--- config.mk ---
export PLATFORM = sky130hd
export DESIGN_NAME = low_half_merge
export DESIGN_NICKNAME = d
export VERILOG_FILES = /design/src/rtl/lhm_pkg.sv /design/src/rtl/lhm_select.sv /design/src/rtl/lhm_order.sv /design/src/rtl/lhm_ctrl.sv /design/src/rtl/lhm_dp.sv /design/src/rtl/low_half_merge.sv
export SDC_FILE = /design/constraint.sdc
export NUM_CORES = 2
export LEC_CHECK = 0
export ABC_AREA = 1
export BUFFER_PORTS_ARGS = -buffer_cell sky130_fd_sc_hd__buf_2
export CAP_MARGIN = 20
export CORE_MARGIN = 2
export CORE_UTILIZATION = 39
export CTS_CLUSTER_DIAMETER = 40
export CTS_CLUSTER_SIZE = 40
export DETAILED_ROUTE_END_ITERATION = 7
export PLACE_DENSITY = 0.66
export SYNTH_ARGS = -nofsm -noshare
export SYNTH_HDL_FRONTEND = slang
export SYNTH_SLANG_ARGS = --single-unit
--- constraint.sdc ---
create_clock -name clk -period 1.5 [get_ports clk]
set_clock_uncertainty 0.2 [all_clocks]
set_input_delay 0.225 -clock clk [delete_from_list [all_inputs] [get_ports clk]]
set_output_delay 0.225 -clock clk [all_outputs]
set_load 0.03 [all_outputs]
--- src/rtl/lhm_pkg.sv ---
package lhm_pkg;

  // Strobes from control to datapath.
  typedef struct packed {
    logic capture;   // load the output register on this edge
  } lhm_strobe_t;

endpackage

--- src/rtl/lhm_select.sv ---
// One layer of compare-and-exchange elements that keeps the lower half
// of the union of two ascending lists. The larger output of each
// element is discarded. The result is bitonic.
module lhm_select #(
  parameter int N = 16,
  parameter int W = 16
) (
  input  logic [N-1:0][W-1:0] aList,
  input  logic [N-1:0][W-1:0] bList,
  output logic [N-1:0][W-1:0] selList
);

  for (genvar i = 0; i < N; i++) begin : g_cmp
    logic aWins;
    assign aWins      = aList[i] <= bList[N-1-i];
    assign selList[i] = aWins ? aList[i] : bList[N-1-i];
  end

endmodule

--- src/rtl/lhm_order.sv ---
// Optional bitonic merger: log2(N) half-cleaner layers, strides N/2 .. 1.
module lhm_order #(
  parameter int N       = 16,
  parameter int W       = 16,
  parameter bit ORDERED = 1
) (
  input  logic [N-1:0][W-1:0] bitonicList,
  output logic [N-1:0][W-1:0] sortedList
);

  localparam int STAGES = $clog2(N);

  if (ORDERED) begin : g_merge
    logic [N-1:0][W-1:0] stg [STAGES+1];
    assign stg[0] = bitonicList;

    for (genvar s = 0; s < STAGES; s++) begin : g_stage
      localparam int STRIDE = N >> (s + 1);
      for (genvar j = 0; j < N; j++) begin : g_lane
        if ((j & STRIDE) == 0) begin : g_pair
          logic lowFirst;
          assign lowFirst = stg[s][j] <= stg[s][j+STRIDE];
          assign stg[s+1][j]        = lowFirst ? stg[s][j]        : stg[s][j+STRIDE];
          assign stg[s+1][j+STRIDE] = lowFirst ? stg[s][j+STRIDE] : stg[s][j];
        end
      end
    end

    assign sortedList = stg[STAGES];
  end else begin : g_pass
    assign sortedList = bitonicList;
  end

endmodule

--- src/rtl/lhm_ctrl.sv ---
// Valid tracking and capture strobe for the optional output register.
module lhm_ctrl #(
  parameter bit PIPE = 1
) (
  input  logic                 clk,
  input  logic                 rst_n,
  input  logic                 valid_in,
  output lhm_pkg::lhm_strobe_t strobe,
  output logic                 valid_out
);

  assign strobe.capture = valid_in;

  if (PIPE) begin : g_reg
    logic validQ;
    always_ff @(posedge clk or negedge rst_n) begin
      if (!rst_n) validQ <= 1'b0;
      else        validQ <= valid_in;
    end
    assign valid_out = validQ;
  end else begin : g_comb
    assign valid_out = valid_in;
  end

endmodule

--- src/rtl/lhm_dp.sv ---
// Datapath: selecting layer, optional ordering layers, optional register.
module lhm_dp #(
  parameter int N       = 16,
  parameter int W       = 16,
  parameter bit ORDERED = 1,
  parameter bit PIPE    = 1
) (
  input  logic                 clk,
  input  logic                 rst_n,
  input  lhm_pkg::lhm_strobe_t strobe,
  input  logic [N-1:0][W-1:0]  aList,
  input  logic [N-1:0][W-1:0]  bList,
  output logic [N-1:0][W-1:0]  lowList
);

  logic [N-1:0][W-1:0] selList;
  logic [N-1:0][W-1:0] sortedList;

  lhm_select #(.N(N), .W(W)) u_select (
    .aList   (aList),
    .bList   (bList),
    .selList (selList)
  );

  lhm_order #(.N(N), .W(W), .ORDERED(ORDERED)) u_order (
    .bitonicList (selList),
    .sortedList  (sortedList)
  );

  if (PIPE) begin : g_reg
    logic [N-1:0][W-1:0] lowQ;
    always_ff @(posedge clk or negedge rst_n) begin
      if (!rst_n)              lowQ <= '0;
      else if (strobe.capture) lowQ <= sortedList;
    end
    assign lowList = lowQ;
  end else begin : g_comb
    assign lowList = sortedList;
  end

endmodule

--- src/rtl/low_half_merge.sv ---
// Top: keeps the N smallest keys of two ascending N-key lists.
// N must be a power of two, at least 2.
module low_half_merge #(
  parameter int N       = 16,
  parameter int W       = 16,
  parameter bit ORDERED = 1,
  parameter bit PIPE    = 1
) (
  input  logic           clk,
  input  logic           rst_n,
  input  logic           valid_in,
  input  logic [N*W-1:0] a_keys,
  input  logic [N*W-1:0] b_keys,
  output logic           valid_out,
  output logic [N*W-1:0] low_keys
);

  lhm_pkg::lhm_strobe_t strobe;
  logic [N-1:0][W-1:0]  aList;
  logic [N-1:0][W-1:0]  bList;
  logic [N-1:0][W-1:0]  lowList;

  assign aList    = a_keys;
  assign bList    = b_keys;
  assign low_keys = lowList;

  lhm_ctrl #(.PIPE(PIPE)) u_ctrl (
    .clk       (clk),
    .rst_n     (rst_n),
    .valid_in  (valid_in),
    .strobe    (strobe),
    .valid_out (valid_out)
  );

  lhm_dp #(.N(N), .W(W), .ORDERED(ORDERED), .PIPE(PIPE)) u_dp (
    .clk     (clk),
    .rst_n   (rst_n),
    .strobe  (strobe),
    .aList   (aList),
    .bList   (bList),
    .lowList (lowList)
  );

endmodule

; Yosys cells after proc, flatten, opt, wreduce, memory -nomap -nowiden
; Cells that the tools add are included.
[op_classes]
magnitude_cmp = 48
n_mux = 80
[ops]
columns = operator, count
row1 = 16-bit 2-to-1 mux, 80
row2 = 16-bit less-or-equal comparator, 48
[word_totals]
output_inout_bits = 257
inputBits = 515
word_cells = 145
register_bits = 257

; Longest topological paths before layout
[logic_depth]
ltp_word = 10
depth_mapped = 75
ltp_nobuf = 68

; Hierarchy
; A second synthesis with hierarchy kept.
[unflattened]
hier_cells = 7778
area_unflattened_um2 = 46131.7
[by_module_without_submodules]
columns = module, n_inst, cells_per_inst, area_each_um2, seq_area_each_um2
row1 = lhm_order, 1, 4727, 25313.0, 0.0
row2 = lhm_select, 1, 1967, 11069.4, 0.0
row3 = lhm_dp, 1, 1082, 9716.8, 6406.1
row4 = lhm_ctrl, 1, 2, 32.5, 25.0

; Least setup slack after synthesis
; Ideal clock, no wire load.
[synth_path]
path_type = input port to flip-flop
from = input b_keys[79]
to = register u_dp.g_reg.lowQ (netlist bit u_dp.lowList[51])
t_required_ns = 1.234
cell_stages = 60
t_arrival_ns = 9.397
n_path_buf = 7
setup_slack_ns = -8.163
setup_ns = 0.066
path_cell_list = inv_1 -> ha_1 -> nand2_1 -> inv_1 -> nand3_1 -> inv_1 -> nand2_1 -> o41ai_2 -> clkbuf_1 -> buf_1 -> nor2_1 -> a21oi_1 -> ha_1 -> a21oi_1 -> nor2_1 -> a211oi_1 -> o221a_2 -> a21boi_1 -> (+24 left out) -> nand2_4 -> buf_4 -> nand2_1 -> and2_1 -> ha_1 -> nand2_1 -> inv_1 -> nand2_1 -> nor3_1 -> inv_1 -> o31ai_1 -> inv_1 -> clkbuf_1 -> nand3_1 -> nand2_1 -> inv_2 -> nand2_1 -> nand2_1
[synth_via]
elab_chain_cells = 10
[synth_rtl]
columns = element, line
row1 = start: declaration, low_half_merge.sv:13  ; input logic [N*W-1:0] b_keys,
row2 = 16-bit less-or-equal comparator, lhm_select.sv:15  ; assign aWins = aList[i] <= bList[N-1-i];
row3 = 16-bit 2-to-1 mux (*), lhm_select.sv:16  ; assign selList[i] = aWins ? aList[i] : bList[N-1-i];
row4 = 16-bit less-or-equal comparator, lhm_order.sv:22  ; assign lowFirst = stg[s][j] <= stg[s][j+STRIDE];
row5 = 16-bit 2-to-1 mux (*), lhm_order.sv:23  ; assign stg[s+1][j] = lowFirst ? stg[s][j] : stg[s][j+STRIDE];
row6 = 16-bit less-or-equal comparator, lhm_order.sv:22
row7 = 16-bit 2-to-1 mux (*), lhm_order.sv:23
row8 = 16-bit less-or-equal comparator, lhm_order.sv:22
row9 = 16-bit 2-to-1 mux (*), lhm_order.sv:24  ; assign stg[s+1][j+STRIDE] = lowFirst ? stg[s][j+STRIDE] : stg[s][j];
row10 = 16-bit less-or-equal comparator, lhm_order.sv:22
row11 = 16-bit 2-to-1 mux (*), lhm_order.sv:24
row12 = end signal: assignment, lhm_dp.sv:34  ; else if (strobe.capture) lowQ <= sortedList;
row13 = end: declaration, lhm_dp.sv:31  ; logic [N-1:0][W-1:0] lowQ;
; Every way passes the cells marked *; elsewhere a longest branch is shown, timed or not.
; A chain may end at the register's enable or synchronous reset.

; Worst setup path in the final report
[layout_path]
from = input a_keys[219]
to = register u_dp.g_reg.lowQ (netlist bit u_dp.lowList[63])
[layout_via]
elab_chain_cells = 10
[layout_rtl]
columns = element, line
row1 = start: declaration, low_half_merge.sv:12  ; input logic [N*W-1:0] a_keys,
row2 = 16-bit less-or-equal comparator, lhm_select.sv:15
row3 = 16-bit 2-to-1 mux (*), lhm_select.sv:16
row4 = 16-bit less-or-equal comparator, lhm_order.sv:22
row5 = 16-bit 2-to-1 mux (*), lhm_order.sv:23
row6 = 16-bit less-or-equal comparator, lhm_order.sv:22
row7 = 16-bit 2-to-1 mux (*), lhm_order.sv:23
row8 = 16-bit less-or-equal comparator, lhm_order.sv:22
row9 = 16-bit 2-to-1 mux (*), lhm_order.sv:24
row10 = 16-bit less-or-equal comparator, lhm_order.sv:22
row11 = 16-bit 2-to-1 mux (*), lhm_order.sv:24
; Marks and branches as above.

==> flow_summary.ini <==
[placement]
io_buffers = 771
place_congestion = 1.11
dpl.cell_count = 11788
place_hpwl_mm = 199
pre_cts_ws_ps = -8430

[layout]
fin_cells = 12122
final_layout_size_suffix_gt1_frac = 0.409
layout_common_cells = buf_4 (2479), nand2_1 (2443), buf_2 (765), nand3_1 (752), inv_1 (716)
syn_to_final_growth_pct = 73.3
n_fill_cell = 10011
ff_latch_area_mm2 = 0.00643
layout_commonest_cell = buf_4
multi_input_area_mm2 = 0.0373
finalNetCount = 11846
fin_util = 0.681

[critical_path]
cpMaxStageDelayCell = ha_1
cpMostUsedCell = buf_4
cp-end-kind = flip-flop
path_buf_inv = 33
critPathArrivalTime_ps = 9070
crit_family = buffers and inverters
cp.required_ps = 1850
worstSetupStartpointType = input pin
crit_type = in2reg
crit_fanout = 16
cpPeakStageDelay_ps = 340

[logic_synthesis]
ys_async_sr_fraction = 1.00
synth_mux_area_frac = 0
synth_edf_count = 0
synth-seq-cells = 257
ys.flop_type = dfrtp_1
syn_area_mm2 = 0.0441
yosysTopAreaCell = nand2_1
synthTopCellsByArea = nand2_1 (21%), ha_1 (21%), dfrtp_1 (15%)
yosys.area_share.simple = 0.388
synth_top_family_by_area = simple AND/OR/NAND/NOR gates
syn-num-nets = 8668
ys_types = 53
synth_compound_area_frac = 0.150
synthCells = 7397
syn_area_per_cell_um2 = 5.97
synth_fa_ha_area_frac = 0.214
synth_top_area_frac = 0.215
yosysSeqAreaShare = 0.146
yosys_warnings = 0
synth-xor-area-share = 0

[floorplan]
fp.dieArea_mm2 = 0.116
rows = 123
start_util = 0.393
core_mm2 = 0.112
die_w_um = 340
ios = 772
die_y_um = 340

[cts]
htreeDepth = 2
insertion_delay_ps = 640
clk_pin_slew_ps = 60
cts_tree = built
cts_root_buf = clkbuf_16
cts_buffer_depth = 3
cts_made_buffers = 49
cts_sinks = 257

[timing]
max_slew_margin = 0.390
setup_viol = 513
worstMarginPinSlew_ps = 905
period_share = 5.81
rsz0062_at_grt = true
clock.fmax_ghz = 0.115
finalHoldViolCount = 0
finalMaxSlewViolations = 0
fin_ws_ps = -7210
min_period_ps = 8710

[run_status]
failed_checks = negative setup slack
outcome = finished with violations

[hold_path]
min_path_type = in2async

[detailed_routing]
drt-total-wl_mm = 239
wl_per_cell_um = 19.7
viasPerCell = 5.28
ant_nets = 0
drt_pass1_iterations = 6
route.detailed.drc = 0
vias = 63983
drt_iter0_drc = 5509

[grt]
grt_pass1_vias = 61873
grt_max_degree = 67
overflow = 0
antenna_found_initial = 9
grt_pass1_wl_mm = 354
grt_use_total = 0.393

[flow_run]
drv_cap = 0
per-layer routing:
metal  vias up  GRT usage  share of wire
li1      31041          -              -
met1     29816      0.497           0.41
met2      2561      0.649           0.45
met3       565     0.0666          0.078
met4         0      0.185          0.054
met5         -          0              0
repair_timing:
item,in CTS,in global routing
endpoints found under the hold margin,294,0
buffers inserted,167,25
setup endpoints to repair,513,513
cloned,36,8
hold buffers,3,0
pin swaps,130,70
resized for setup,691,158
worst paths after layout:
kind                                               start                            end  slack [ps]  depth (start not counted)
min in group clk           u_dp.lowList[109]$_DFFE_PN0P_  u_dp.lowList[109]$_DFFE_PN0P_         270                          2
max reg2reg                  u_dp.lowList[9]$_DFFE_PN0P_    u_dp.lowList[9]$_DFFE_PN0P_         530                          2
min reg2reg                u_dp.lowList[109]$_DFFE_PN0P_  u_dp.lowList[109]$_DFFE_PN0P_         270                          2
min                                                rst_n  u_dp.lowList[190]$_DFFE_PN0P_          40                          3
max in group asynchronous                          rst_n  u_dp.lowList[136]$_DFFE_PN0P_          70                          3
max                                          a_keys[219]   u_dp.lowList[63]$_DFFE_PN0P_       -7210                         70
flip-flops by register name, summed over array words and instances (netlist names):
name and flops:
u_dp.lowList 256, u_ctrl.valid_out 1
logic make-up (layout without fill, tap and decap cells):
logic type               count (synthesis)  in the layout
AND/OR/NAND/NOR                       4028           4031
other                                    0              8
AO/OA/AOI/OAI                         1193           1198
adder cells (fa/ha/maj)                756            756
flip-flops                             257            257
buffers and inverters                 1163           4372
synthesized netlist by cell type, types with 12 or more instances:
cell,number
dfrtp_1,257
o21ai_1,75
nor3_1,32
clkinv_1,23
and2_1,131
o221a_2,12
a21oi_1,390
clkbuf_1,218
inv_2,67
a2111oi_0,16
o21a_1,15
a31oi_1,15
nand2_1,2524
o21ai_0,524
nand2_2,25
o221ai_1,25
ha_1,756
nor2_1,254
a211oi_1,37
o21bai_1,26
a221oi_1,15
nand3_1,938
buf_2,35
nand4_1,89
buf_1,47
inv_1,759
worst min-delay path, cell delays in order:
cell	delay [ps]
dlygate4sd3_1	580
buf_8	190
buf_12	270
stage by stage:
step                TNS (ps)  hold slack [ps]  area, um2
floorplan           -1662550             -271      46000
CTS                 -1755320             2.20      75500
detailed placement  -2101920             -137      69100
finish              -1818490             41.0      76500
global placement    -2075240             -136      69100
global route        -1945970             41.6      76500
layout make-up:
class | instances | area share
repair buffers | 3429 | 0.337
clock buffers | 55 | 0.0166
repair inverters | 4 | 0.000425
flip-flops and latches | 257 | 0.0841
multi-input cells | 5985 | 0.488
inverters | 849 | 0.0425
well taps | 1500 | 0.0245
clock inverters | 35 | 0.00614
diodes | 8 | 0.000262
Power is left out: the tool's default activity adds up to more than one toggle a clock period on the data nets, which glitch-free logic cannot reach.
